$ cat src/rtl/i2cp_pkg.sv
package i2cp_pkg;
  localparam int BYTE_W = 8;
  localparam int WORD_W = 2 * BYTE_W;
  localparam int CNT_W  = $clog2(BYTE_W + 1);

  typedef enum logic [2:0] {
    S_IDLE, S_RX, S_ACK, S_TX, S_MACK, S_MNEXT, S_IGNORE
  } phase_t;

  typedef enum logic [2:0] {
    B_ADDR, B_PTR, B_DHI, B_DLO, B_XTRA
  } slot_t;

  function automatic logic addr_match(input logic [6:0] rx,
                                      input logic [5:0] hi,
                                      input logic pin);
    return rx == {hi, pin};
  endfunction

  function automatic logic [BYTE_W-1:0] byte_of(input logic [WORD_W-1:0] w,
                                                input logic upper);
    return upper ? w[WORD_W-1 -: BYTE_W] : w[BYTE_W-1:0];
  endfunction

  function automatic slot_t next_slot(input slot_t s);
    case (s)
      B_ADDR:  return B_PTR;
      B_PTR:   return B_DHI;
      B_DHI:   return B_DLO;
      default: return B_XTRA;
    endcase
  endfunction
endpackage

$ cat src/rtl/i2cp_sync.sv
module i2cp_sync #(
  parameter int STAGES = 2
) (
  input  logic clk,
  input  logic rst_n,
  input  logic din,
  output logic q,
  output logic prev,
  output logic rise,
  output logic fall
);
  logic [STAGES-1:0] chain;

  always_ff @(posedge clk or negedge rst_n) begin
    if (!rst_n) begin
      chain <= '1;
      prev  <= 1'b1;
    end else begin
      chain[0] <= din;
      for (int i = 1; i < STAGES; i++) chain[i] <= chain[i-1];
      prev <= chain[STAGES-1];
    end
  end

  assign q    = chain[STAGES-1];
  assign rise = q & ~prev;
  assign fall = ~q & prev;
endmodule

$ cat src/rtl/i2cp_cond.sv
module i2cp_cond (
  input  logic scl_q,
  input  logic scl_prev,
  input  logic sda_rise,
  input  logic sda_fall,
  output logic start_evt,
  output logic stop_evt
);
  // conditions count only while SCL has been high for two samples
  assign start_evt = sda_fall & scl_q & scl_prev;
  assign stop_evt  = sda_rise & scl_q & scl_prev;
endmodule

$ cat src/rtl/i2cp_engine.sv
module i2cp_engine
  import i2cp_pkg::*;
#(
  parameter logic [5:0] ADDR_HI = 6'b010001
) (
  input  logic              clk,
  input  logic              rst_n,
  input  logic              scl_rise,
  input  logic              scl_fall,
  input  logic              sda_q,
  input  logic              start_evt,
  input  logic              stop_evt,
  input  logic              addr_sel,
  input  logic [WORD_W-1:0] rd_word,
  output logic              sda_oe,
  output logic [BYTE_W-1:0] ptr_q,
  output logic              wr_stb,
  output logic [WORD_W-1:0] wr_data,
  output logic              ptr_load,
  output logic              byte_done,
  output logic              abort_evt,
  output logic              ignoring
);
  phase_t            phase;
  slot_t             slot;
  logic [CNT_W-1:0]  cnt;
  logic [BYTE_W-1:0] sh;
  logic [BYTE_W-1:0] data_hi;
  logic              is_read, ack_q, tx_hi;
  logic [BYTE_W-1:0] rx_byte, tx_next;

  assign rx_byte   = {sh[BYTE_W-2:0], sda_q};
  assign tx_next   = byte_of(rd_word, (phase == S_ACK) ? 1'b1 : tx_hi);
  assign byte_done = (phase == S_RX) && scl_rise && (cnt == CNT_W'(BYTE_W-1));
  assign ptr_load  = byte_done && (slot == B_PTR);
  assign abort_evt = (start_evt || stop_evt) && (phase == S_RX || phase == S_TX) &&
                     (cnt != '0) && (cnt != CNT_W'(BYTE_W));
  assign ignoring  = (phase == S_IGNORE) || (phase == S_IDLE);

  always_ff @(posedge clk or negedge rst_n) begin
    if (!rst_n) begin
      phase   <= S_IDLE;
      slot    <= B_ADDR;
      cnt     <= '0;
      sh      <= '0;
      data_hi <= '0;
      is_read <= 1'b0;
      ack_q   <= 1'b0;
      tx_hi   <= 1'b0;
      ptr_q   <= '0;
      sda_oe  <= 1'b0;
      wr_stb  <= 1'b0;
      wr_data <= '0;
    end else begin
      wr_stb <= 1'b0;
      if (start_evt) begin
        phase  <= S_RX;
        slot   <= B_ADDR;
        cnt    <= '0;
        sda_oe <= 1'b0;
      end else if (stop_evt) begin
        phase  <= S_IDLE;
        sda_oe <= 1'b0;
      end else begin
        case (phase)
          S_RX: begin
            if (scl_rise && cnt != CNT_W'(BYTE_W)) begin
              sh  <= rx_byte;
              cnt <= cnt + 1'b1;
              if (byte_done) begin
                case (slot)
                  B_ADDR: begin
                    ack_q   <= addr_match(rx_byte[7:1], ADDR_HI, addr_sel);
                    is_read <= rx_byte[0];
                  end
                  B_PTR: begin
                    ptr_q <= rx_byte;
                    ack_q <= 1'b1;
                  end
                  B_DHI: begin
                    data_hi <= rx_byte;
                    ack_q   <= 1'b1;
                  end
                  B_DLO: begin
                    wr_data <= {data_hi, rx_byte};
                    wr_stb  <= 1'b1;
                    ack_q   <= 1'b1;
                  end
                  default: ack_q <= 1'b0;
                endcase
              end
            end else if (scl_fall && cnt == CNT_W'(BYTE_W)) begin
              if (ack_q) begin
                phase  <= S_ACK;
                sda_oe <= 1'b1;
              end else begin
                phase <= S_IGNORE;
              end
            end
          end
          S_ACK: begin
            if (scl_fall) begin
              cnt <= '0;
              if (slot == B_ADDR && is_read) begin
                phase  <= S_TX;
                sh     <= tx_next;
                sda_oe <= ~tx_next[BYTE_W-1];
                tx_hi  <= 1'b0;
              end else begin
                phase  <= S_RX;
                sda_oe <= 1'b0;
                slot   <= next_slot(slot);
              end
            end
          end
          S_TX: begin
            if (scl_rise) begin
              cnt <= cnt + 1'b1;
            end else if (scl_fall) begin
              if (cnt == CNT_W'(BYTE_W)) begin
                sda_oe <= 1'b0;
                phase  <= S_MACK;
              end else begin
                sh     <= {sh[BYTE_W-2:0], 1'b0};
                sda_oe <= ~sh[BYTE_W-2];
              end
            end
          end
          S_MACK: begin
            if (scl_rise) phase <= sda_q ? S_IGNORE : S_MNEXT;
          end
          S_MNEXT: begin
            if (scl_fall) begin
              sh     <= tx_next;
              sda_oe <= ~tx_next[BYTE_W-1];
              tx_hi  <= ~tx_hi;
              cnt    <= '0;
              phase  <= S_TX;
            end
          end
          default: ;
        endcase
      end
    end
  end
endmodule

$ cat src/rtl/i2c_ptr_slave.sv
module i2c_ptr_slave
  import i2cp_pkg::*;
#(
  parameter int         SYNC_STAGES = 2,
  parameter logic [5:0] ADDR_HI     = 6'b010001
) (
  input  logic              clk,
  input  logic              rst_n,
  input  logic              scl_i,
  input  logic              sda_i,
  input  logic              addr_sel,
  output logic              sda_oe,
  output logic [BYTE_W-1:0] ptr_o,
  output logic              wr_stb,
  output logic [WORD_W-1:0] wr_data,
  input  logic [WORD_W-1:0] rd_data
);
  logic scl_q, scl_prev, scl_rise, scl_fall;
  logic sda_q, sda_prev, sda_rise, sda_fall;
  logic start_evt, stop_evt;
  logic ptr_load, byte_done, abort_evt, ignoring;

  i2cp_sync #(.STAGES(SYNC_STAGES)) u_scl_sync (
    .clk(clk), .rst_n(rst_n), .din(scl_i),
    .q(scl_q), .prev(scl_prev), .rise(scl_rise), .fall(scl_fall)
  );

  i2cp_sync #(.STAGES(SYNC_STAGES)) u_sda_sync (
    .clk(clk), .rst_n(rst_n), .din(sda_i),
    .q(sda_q), .prev(sda_prev), .rise(sda_rise), .fall(sda_fall)
  );

  i2cp_cond u_cond (
    .scl_q(scl_q), .scl_prev(scl_prev), .sda_rise(sda_rise), .sda_fall(sda_fall),
    .start_evt(start_evt), .stop_evt(stop_evt)
  );

  i2cp_engine #(.ADDR_HI(ADDR_HI)) u_engine (
    .clk(clk), .rst_n(rst_n), .scl_rise(scl_rise), .scl_fall(scl_fall),
    .sda_q(sda_q), .start_evt(start_evt), .stop_evt(stop_evt),
    .addr_sel(addr_sel), .rd_word(rd_data), .sda_oe(sda_oe), .ptr_q(ptr_o),
    .wr_stb(wr_stb), .wr_data(wr_data), .ptr_load(ptr_load),
    .byte_done(byte_done), .abort_evt(abort_evt), .ignoring(ignoring)
  );
endmodule

$ cat config.mk
export PLATFORM = sky130hd
export DESIGN_NAME = i2c_ptr_slave
export DESIGN_NICKNAME = d
export VERILOG_FILES = /design/src/rtl/i2cp_pkg.sv /design/src/rtl/i2cp_sync.sv /design/src/rtl/i2cp_cond.sv /design/src/rtl/i2cp_engine.sv /design/src/rtl/i2c_ptr_slave.sv
export SDC_FILE = /design/constraint.sdc
export NUM_CORES = 1
export LEC_CHECK = 0
export BUFFER_PORTS_ARGS = -buffer_cell sky130_fd_sc_hd__buf_2
export CORE_ASPECT_RATIO = 1.25
export CORE_UTILIZATION = 53
export CTS_BUF_LIST = sky130_fd_sc_hd__clkbuf_4
export DETAILED_ROUTE_END_ITERATION = 6
export PLACE_DENSITY = 0.78
export SYNTH_ARGS = -nofsm -noshare
export SYNTH_HDL_FRONTEND = slang
export SYNTH_SLANG_ARGS = --single-unit
$ cat constraint.sdc
create_clock -name clk -period 1.8 [get_ports clk]
set_input_delay 0.09 -clock clk [delete_from_list [all_inputs] [get_ports clk]]
set_output_delay 0.09 -clock clk [all_outputs]
set_load 0.01 [all_outputs]
# --- Word-level counts from Yosys, hierarchy flattened ---
# Cells that the tools add are included.
# W data, S select, Z words.
totals:
  register_bits: 60
  out_inout_bits: 26
classes:
  add_sub_neg: 1
  eq_ne: 33
  mux: 59
  bitwise_logic: 17
  n_reduce_logical: 26
op_table:
  columns: ["cell", "n"]
  rows:
  - ["$mux W7", 7]
  - ["$mux W3", 16]
  - ["$reduce_and A6 Y1", 5]
  - ["$pmux W7 S4", 1]
  - ["$mux W1", 21]
  - ["$mux W4", 5]
  - ["$ne A4 B3 Y1 const B", 5]
  - ["$ne A4 B4 Y1 const B", 5]
  - ["$pmux W3 S5", 1]
  - ["$eq A3 B2 Y1 const B", 4]
  - ["$ne A2 B2 Y1 const B", 6]
  - ["$pmux W4 S3", 1]
  - ["$reduce_and A10 Y1", 1]
  - ["$reduce_and A5 Y1", 2]
  - ["$not A1 Y1", 9]
  - ["$pmux W3 S3", 1]
  - ["$reduce_and A9 Y1", 1]
  - ["$and A1 B1 Y1", 8]
  - ["$mux W8", 1]
  - ["$reduce_and A8 Y1", 1]
  - ["$reduce_bool A4 Y1", 2]
  - ["$eq A7 B6 Y1", 1]
  - ["$reduce_bool A7 Y1", 1]
  - ["$eq A3 B1 Y1 const B", 2]
  - ["18 further kinds", 29]

# --- Depth between registers and ports, before layout ---
# Gate-level depths: netlist of run 1.
logic_depth:
  word_depth: 9
  ltp_mapped: 6
  mapped_depth_nobuf: 6

# --- By module ---
# From an unflattened synthesis of run 1, not the netlist that was laid out.
unflattened:
  hier_cells: 285
  hier_area_um2: 3255.6
modules_own_cells:
  columns: ["mod", "n_inst", "cells_each", "area_each_um2", "seq_area_each_um2"]
  rows:
  - ["i2cp_engine", 1, 273, 3055.4, 1351.3]
  - ["i2cp_sync", 2, 5, 93.8, 78.8]
  - ["i2cp_cond", 1, 2, 12.5, 0.0]

# --- Least setup slack after synthesis of run 1 ---
# Ideal clock, no wire load.
synth_timing:
  path_type: "register to register"
  startpoint: "reg u_scl_sync.chain[1]"
  endpoint: "reg u_engine.wr_data[10]"
  setup_time_ns: 0.125
  t_arrival_ns: 1.763
  required_ns: 1.675
  slack_ns: -0.088
  path_stages_with_launch: 6
  n_path_buf: 1
  period_less_slack_ns: 1.888
  cell_sequence: "dfstp_2 and4bb_2 nand2_4 nor3_4 buf_4 mux2_2"
synth_between:
  elab_chain_cells: 4
synth_rtl:
  columns: ["item", "line", "rtl"]
  rows:
  - ["start: declaration", "i2cp_sync.sv:12", "logic [STAGES-1:0] chain;"]
  - ["start signal: assignment", "i2cp_sync.sv:16", "chain <= '1;"]
  - ["$and A1 B1 Y1 (on tied branches)", "i2cp_cond.sv:11, i2cp_sync.sv:26, i2cp_cond.sv:10", null]
  - ["$and A1 B1 Y1, or another cell as far along", "i2cp_cond.sv:11", "assign stop_evt = sda_rise & scl_q & scl_prev;"]
  - ["$not A1 Y1 (no source line) or $logic_and A1 B1 Y1 (tied branches)", null, null]
  - ["$reduce_and A6 Y1 (no source line) *", null, null]
  - ["end signal: assignment", "i2cp_engine.sv:85", "wr_data <= {data_hi, rx_byte};"]
  - ["end: declaration", "i2cp_engine.sv:18", "output logic [WORD_W-1:0] wr_data,"]
# Every way passes the cells marked *; elsewhere a longest branch is shown, timed or not.
# A chain may end at the register's enable or synchronous reset.

# --- Worst setup path in the final report of run 1 ---
layout_timing:
  startpoint: "reg u_engine.cnt[0]"
  endpoint: "reg u_engine.ptr_q[1]"
layout_between:
  elab_chain_cells: 3
layout_rtl:
  columns: ["item", "line", "rtl"]
  rows:
  - ["start: declaration", "i2cp_engine.sv:26", "logic [CNT_W-1:0] cnt;"]
  - ["start signal: assignment", "i2cp_engine.sv:69", "cnt <= cnt + 1'b1;"]
  - ["start signal: assignment", "i2cp_engine.sv:118", "cnt <= cnt + 1'b1;"]
  - ["$eq A4 B3 Y1 or $ne A4 B4 Y1 (tied branches)", null, null]
  - ["$logic_and A1 B1 Y1 (on tied branches)", "i2cp_engine.sv:34, i2cp_engine.sv:67", null]
  - ["$reduce_and A6 Y1 (no source line) *", null, null]
  - ["end signal: assignment", "i2cp_engine.sv:77", "ptr_q <= rx_byte;"]
  - ["end: declaration", "i2cp_engine.sv:16", "output logic [BYTE_W-1:0] ptr_q,"]
# Marks and branches as above.

==> results of run 1 <==
cells in the final DEF, fill, tap and decap left out, drive strengths merged, types with 3 or more instances in the layout:
master,Yosys,routed
o22ai,3,3
dfstp,6,6
buf,6,82
clkinv,0,3
nand3,8,8
a211oi,3,3
dlygate4sd3,0,4
a2bb2oi,7,7
mux2,40,40
a21oi,6,6
o21a,3,3
inv,5,6
o31ai,4,4
o21ai,17,17
nor2,7,7
dfrtp,54,54
clkbuf,7,11
xnor2,3,3
mux2i,4,4
nor2b,9,9
nand3b,3,3
nor3,6,6
nand2,14,14
synthesized netlist by cell type, types with 4 or more instances:
master,count,share of area
sky130_fd_sc_hd__dfrtp_1,54,0.46
sky130_fd_sc_hd__mux2_2,40,0.15
sky130_fd_sc_hd__o21ai_0,17,0.029
sky130_fd_sc_hd__nand2_1,13,0.016
sky130_fd_sc_hd__nor2b_1,9,0.019
sky130_fd_sc_hd__nand3_1,8,0.014
sky130_fd_sc_hd__a2bb2oi_1,7,0.021
sky130_fd_sc_hd__clkbuf_1,7,0.0089
sky130_fd_sc_hd__nor2_1,7,0.0089
sky130_fd_sc_hd__a21oi_1,6,0.010
sky130_fd_sc_hd__dfstp_2,6,0.053
sky130_fd_sc_hd__inv_1,5,0.0063
sky130_fd_sc_hd__nor3_1,5,0.0084
sky130_fd_sc_hd__buf_2,4,0.0068
sky130_fd_sc_hd__mux2i_1,4,0.014
sky130_fd_sc_hd__o31ai_1,4,0.010
what timing repair did:
action                                  CTS  global route
endpoints found under the setup margin   15            33
hold endpoints to repair                 57             0
gates resized for setup                  10            26
pin swaps                                 0             3
hold buffers                              4             0
setup buffers                             1             3
gates cloned                              0             2
cell type report:
type                    instances  area [um2]
clock inverters                 7       98.84
fillers                       362        1491
multi-input cells             171        1493
clock buffers                   9       67.56
repair buffers                 88       643.1
well taps                      64       80.08
inverters                       5       18.77
flip-flops and latches         60        1513
routing by layer:
| metal | vias to the layer above | wire, um | share of wire |
|---|---|---|---|
| li1 | 1094 | - | - |
| met1 | 1195 | 3254 | 0.44 |
| met2 | 54 | 3806 | 0.51 |
| met3 | 13 | 225 | 0.030 |
| met4 | 0 | 127 | 0.017 |
| met5 | - | 0 | 0 |
cells by family (layout without fill, tap and decap cells):
group,after synthesis,after routing
and+or+nand+nor,65,65
DFF,60,60
AOI/OAI and AO/OA,57,57
muxes,44,44
buffers and inverters,18,109
xor gates and xnor gates,3,3
adders and majority gates,2,2
where the power goes:
part,internal (W),switching [W]
Combinational,0.000107,0.0000982
Clock,0.000570,0.000538
Sequential,0.00138,0.0000499
stage by stage:
step | TNS [ns] | setup slack (ns)
after CTS | -0.2536 | -0.04607
after floorplan | -1.418 | -0.06743
after detailed placement | -0.1599 | -0.02199
after global routing | -1.312 | -0.1019
after global placement | -0.1986 | -0.02773
final | -0.1590 | -0.03746
path summary, 6_finish.rpt:
check	from	slack, ns	cells after the start	to
setup / recovery	u_engine.cnt[0]	-0.04	6	u_engine.ptr_q[1]
hold / removal	rst_n	0.08	2	u_engine.tx_hi
setup reg to reg	u_engine.cnt[0]	-0.04	6	u_engine.ptr_q[1]
hold reg to reg	u_sda_sync.chain[0]	0.36	0	u_sda_sync.chain[1]
max in group asynchronous	rst_n	1.13	3	u_sda_sync.chain[0]
min in group clk	rd_data[7]	0.13	4	u_engine.sda_oe
registers in the layout, summed over array words and instances, names as in the netlist, 2 cells and up:
signal            flops
u_sda_sync.chain      2
u_engine.cnt          4
u_scl_sync.chain      2
u_engine.ptr_q        8
u_engine.data_hi      8
u_engine.wr_data     16
u_engine.sh           7
u_engine.slot         3
u_engine.phase        3
==> run_results.csv, run 1 <==
group,metric,value,unit
synth,yosys_warnings,0,
place,place.detailed.instances,379,
run_status,result_of_the_run,"finished with violations",
clocking,total_number_of_clock_tree_sinks,60,
setup_path,cp_cell_instances,"ha_2 > and4bb_2 > nand2_4 > nor4b_4 > buf_4 > mux2_4",
synth,synthFlopType,"sky130_fd_sc_hd__dfrtp_1",
synth,ys_seq_area_frac,0.5089,
layout,syn2layout_area_growth,31.98,%
floorplan,num_io_pins,47,
setup_path,worst_ep_arrival,2.13,ns
sta,report.final.slew_viol_count,0,
sta,min_period,1.837,ns
sta,hold_viol_final,0,
synth,synth-xor-area-share,0.008861,
detailed_routing,vias_per_cell,5.832,
synth,synth_adder_area_share,0.008439,
sta,final.period_utilization,1.021,
synth,mean_post_synth_cell_area,11.91,um2
global_route,first_global_vias,2247,
synth,synth-seq-cells,60,
run_status,violations,"setup timing",
synth,post_syn_nets,272,
clocking,numCtsBuffers,9,
floorplan,start_util,0.5486,
global_route,grt_start_max_net_pins,52,
layout,fin_area,0.003914,mm2
clocking,clock_tree.htree_level_count,3,
layout,post_layout_nets,358,
setup_path,startpoint_type,"register",
setup_path,cp_data_required_time,2.09,ns
place,place_hpwl,4.801,mm
synth,synth_top_family_by_area,"multiplexers",
global_route,grtUsageTotal,0.2623,
setup_path,crit_path_top_delay_cell,"sky130_fd_sc_hd__dfrtp_1",
job,drv.max_cap_violation_count,0,
clocking,cts_buffer_depth,2,
clocking,worstSkewPairLatency,0.40,ns
synth,syn-instance-count,249,
global_route,groute.layer.met3.usage,0.06117,
sta,postLayoutSetupSlackWorst,-0.03746,ns
pwr,power.ir.vdd_worst,0.6638,mV
floorplan,rows,30,
sta,timing.clock.skew,0.008773,ns
detailed_routing,wl,7.413,mm
layout,final_core_util,0.7241,
place,gp_routability_congestion,0.8927,
global_route,globalRoute.busiestLayer,"met2",
floorplan,coreArea,0.005405,mm2
layout,instances_no_fill,404,
global_route,grt_pass1_wl,11.18,mm
floorplan,die_w,68.90,um
synth,synth.area.mux_share,0.1654,
setup_path,max_stage_delay,0.39,ns
hold_path,hold_class,"input port to async pin",
synth,netlist-cell-type-count,50,
layout,ant_cells,0,
detailed_routing,route.vias.total,2356,
synth,asyncSetResetFlopFracSynth,1.000,
pwr,p_total,0.002746,W
clocking,ctsRootBufferMaster,"sky130_fd_sc_hd__clkbuf_4",
detailed_routing,avgRoutedWirePerCell,18.35,um
setup_path,worst_setup_path_type,"register to register",
synth,compound_cell_area_share_of_the_yosys_netlist,0.1346,
synth,syn_area,0.002965,mm2
clocking,tritoncts,"built",
global_route,grt_remaining_overflow,0,
setup_path,path_buf_inv,1,
detailed_routing,firstDrtPassIters,5,
sta,hold_slack,0.07601,ns
setup_path,crit_fanout,4,
setup_path,worst_path_dominant_cell_family,"simple AND/OR/NAND/NOR gates",
detailed_routing,initialDrtViolationCount,145,
place,placedInstanceArea,0.003513,mm2
global_route,number_of_antenna_violations_at_the_first_check_in_global_routing,0,
detailed_routing,drc,0,
place,place.port_buffers,46,
sta,grt_setup_unrepaired,"yes",
sta,maxSlewHeadroom,0.7451,
floorplan,die_height,85.63,um
pwr,power.density_cell_area,701.7,mW/mm2
pwr,power.leakage,1.887,nW
detailed_routing,routed_antenna_nets,0,
synth,yosys.area_share.simple,0.1456,
synth,synth_enable_flop_cells,0,
clocking,cts.clk_slew.worst_paths,0.11,ns
sta,max_freq,544.2,MHz
sta,report.final.setup_viol,8,
global_route,grtUsageMet2,0.4113,
layout,final_layout_size_suffix_gt1_frac,0.4882,
floorplan,total_die_area,0.005900,mm2
setup_path,timing.critical_path.to_type,"register",
sta,tightestPinTransition,0.3809,ns
global_route,globalRouteMet1Util,0.3502,
Note: power is estimated with default switching activity, not from simulation.
==> inputs of run 2 (changes only) <==
--- a/config.mk
+++ b/config.mk
@@ -11,6 +11,8 @@
 export CTS_BUF_LIST = sky130_fd_sc_hd__clkbuf_4
 export DETAILED_ROUTE_END_ITERATION = 6
 export PLACE_DENSITY = 0.78
+export REMOVE_ABC_BUFFERS = 1
+export SLEW_MARGIN = 20
 export SYNTH_ARGS = -nofsm -noshare
 export SYNTH_HDL_FRONTEND = slang
 export SYNTH_SLANG_ARGS = --single-unit
==> run 2 against run 1 <==
Clock skew is 0.0025 ns higher. Sequential share of layout area is 0.98 points higher. Maximum frequency is 1.3% lower. The run still ends with setup timing left. Utilization is 2.0 points lower. Sequential cell count stayed put. Clock power is 15% lower. Via count is 1.1% higher.
==> run_results.csv, run 2 (same netlist as run 1, synthesis figures left out) <==
group,metric,value,unit
layout,reg.largest.list,"u_engine.wr_data (16), u_engine.data_hi (8), u_engine.ptr_q (8)",
detailed_routing,avgRoutedWirePerCell,17.44,um
sta,tightestPinTransition,0.6215,ns
global_route,globalRouteMet1Util,0.3523,
detailed_routing,routed_antenna_nets,0,
place,place.port_buffers,46,
detailed_routing,vias_per_cell,5.841,
place,place_hpwl,5.072,mm
layout,ant_cells,0,
layout,post_layout_nets,362,
sta,final.setup.tns,-0.3863,ns
clocking,tritoncts,"built",
global_route,grt_remaining_overflow,0,
sta,report.final.setup_viol,10,
place,gp_routability_congestion,0.9477,
job,drv.max_cap_violation_count,0,
setup_path,crit_start,"u_engine.cnt[1]",
pwr,power_frac_seq,0.552,
global_route,grtUsageTotal,0.2668,
sta,min_period,1.861,ns
pwr,power.ir.vdd_worst,0.5126,mV
setup_path,timing.reg2reg.worst_path_depth,6,
global_route,number_of_antenna_violations_at_the_first_check_in_global_routing,0,
setup_path,cp_data_required_time,2.09,ns
layout,largest_register_ff_count,16,
clocking,cts_buffer_depth,2,
clocking,total_number_of_clock_tree_sinks,60,
hold_path,hold-path-endpoint,"u_engine.sda_oe",
pwr,power.switching,0.0006549,W
pwr,power.leakage,1.870,nW
run_status,violations,"setup timing",
layout,final_layout_size_suffix_gt1_frac,0.4826,
clocking,ctsRootBufferMaster,"sky130_fd_sc_hd__clkbuf_4",
hold_path,hold_class,"input port to register",
sta,hold_viol_final,0,
pwr,power.density_cell_area,678.8,mW/mm2
global_route,groute.layer.met3.usage,0.06250,
sta,grt_setup_unrepaired,"yes",
pwr,internal-power,0.001929,W
global_route,first_global_vias,2380,
run_status,result_of_the_run,"finished with violations",
sta,postLayoutSetupSlackWorst,-0.06111,ns
floorplan,die_height,85.63,um
global_route,grt_pass1_wl,11.49,mm
clocking,worstSkewPairLatency,0.40,ns
layout,layout_common_cells,"sky130_fd_sc_hd__dfrtp_1 (54), sky130_fd_sc_hd__buf_2 (46), sky130_fd_sc_hd__buf_4 (37)",
detailed_routing,initialDrtViolationCount,163,
sta,report.final.slew_viol_count,0,
detailed_routing,wl,7.117,mm
layout,registers.top_by_ff_count,"u_engine.wr_data",
floorplan,start_util,0.5486,
layout,instances_no_fill,408,
global_route,globalRoute.busiestLayer,"met2",
clocking,cts.clk_slew.worst_paths,0.10,ns
floorplan,total_die_area,0.005900,mm2
detailed_routing,route.vias.total,2383,
global_route,grt_start_max_net_pins,28,
setup_path,worst_setup_path_type,"register to register",
sta,final.period_utilization,1.034,
pwr,clock_power_share,0.367,
detailed_routing,firstDrtPassIters,4,
setup_path,rr_endpoint,"u_engine.ptr_q[1]",
layout,syn2layout_area_growth,28.40,%
floorplan,die_w,68.90,um
hold_path,holdPathStages,4,
setup_path,timing.critical_path.to_type,"register",
pwr,power.combinational.fraction,0.080,
setup_path,startpoint_type,"register",
floorplan,num_io_pins,47,
clocking,clock_tree.htree_level_count,3,
floorplan,coreArea,0.005405,mm2
global_route,grtUsageMet2,0.4148,
setup_path,crit_fanout,5,
setup_path,worst_ep_arrival,2.15,ns
clocking,numCtsBuffers,9,
sta,timing.clock.skew,0.01122,ns
layout,mostFrequentLayoutCell,"sky130_fd_sc_hd__dfrtp_1",
sta,maxSlewHeadroom,0.5857,
setup_path,regToRegSetupSlack,-0.06,ns
hold_path,hold_path.startpoint,"rd_data[7]",
sta,max_freq,537.3,MHz
detailed_routing,drc,0,
setup_path,crit_reg_reg_startpoint,"u_engine.cnt[1]",
pwr,net_sw_frac,0.2534,
floorplan,rows,30,
place,place.detailed.instances,384,
[run 2: timing repair]
action	in CTS	in global routing
endpoints found under the hold margin	22	0
cloned	0	0
endpoints found under the setup margin	16	39
hold buffers	4	0
pin swaps	1	0
gates resized for setup	6	17
buffers inserted	3	1
[run 2: how the worst max path moves through the flow]
stage	to	slack, ns
3_3_place_gp	u_engine.ptr_q[4]	-0.02
2_1_floorplan	u_engine.wr_data[0]	-0.16
4_1_cts	u_engine.ptr_q[6]	-0.06
3_5_place_dp	u_engine.ptr_q[5]	-0.05
5_1_grt	u_engine.ptr_q[1]	-0.14
6_report	u_engine.ptr_q[1]	-0.06
[run 2: through the flow]
stage	util	instance area [um2]	power (W)	hold WS (ns)	worst slack [ns]
after floorplan	-	2900	0.001531	-0.2056	-0.1643
final	0.7044	3807	0.002584	0.1286	-0.06111
after global routing	0.7044	3807	0.002696	0.1316	-0.1360
after global placement	0.6491	3508	0.001644	0.1347	-0.01754
after detailed placement	0.6491	3508	0.001652	0.1311	-0.04779
after CTS	0.6905	3732	0.002603	0.1323	-0.05803
[run 2: area by class of cell]
| type | instances | area (um2) |
|---|---|---|
| clock buffers | 10 | 75.07 |
| clock inverters | 6 | 65.06 |
| flip-flops and latches | 60 | 1509 |
| fillers | 377 | 1598 |
| inverters | 5 | 18.77 |
| multi-input cells | 171 | 1446 |
| repair buffers | 92 | 613.1 |
| well taps | 64 | 80.08 |
[run 2: critical path, cell delays in order (launching register included)]
cell and delay (ns):
sky130_fd_sc_hd__dfrtp_1 0.39, sky130_fd_sc_hd__ha_2 0.20, sky130_fd_sc_hd__and4bb_2 0.29, sky130_fd_sc_hd__nand2_4 0.10, sky130_fd_sc_hd__nor4b_4 0.25, sky130_fd_sc_hd__buf_4 0.20
sky130_fd_sc_hd__mux2_2 0.33
[run 2: power by group through the flow]
| stage | Sequential (W) | Clock, W | Combinational, W |
|---|---|---|---|
| global route | 0.00143 | 0.00103 | 0.000232 |
| global placement | 0.00145 | 0 | 0.000192 |
| floorplan | 0.00144 | 0 | 0.0000857 |
| finish | 0.00143 | 0.000949 | 0.000208 |
| CTS | 0.00143 | 0.000967 | 0.000209 |
| detailed placement | 0.00145 | 0 | 0.000200 |
[run 2: per-layer routing]
| metal | routed length, um | share of wire |
|---|---|---|
| met1 | 3012 | 0.42 |
| met2 | 3593 | 0.50 |
| met3 | 358 | 0.050 |
| met4 | 153 | 0.021 |
| met5 | 0 | 0 |
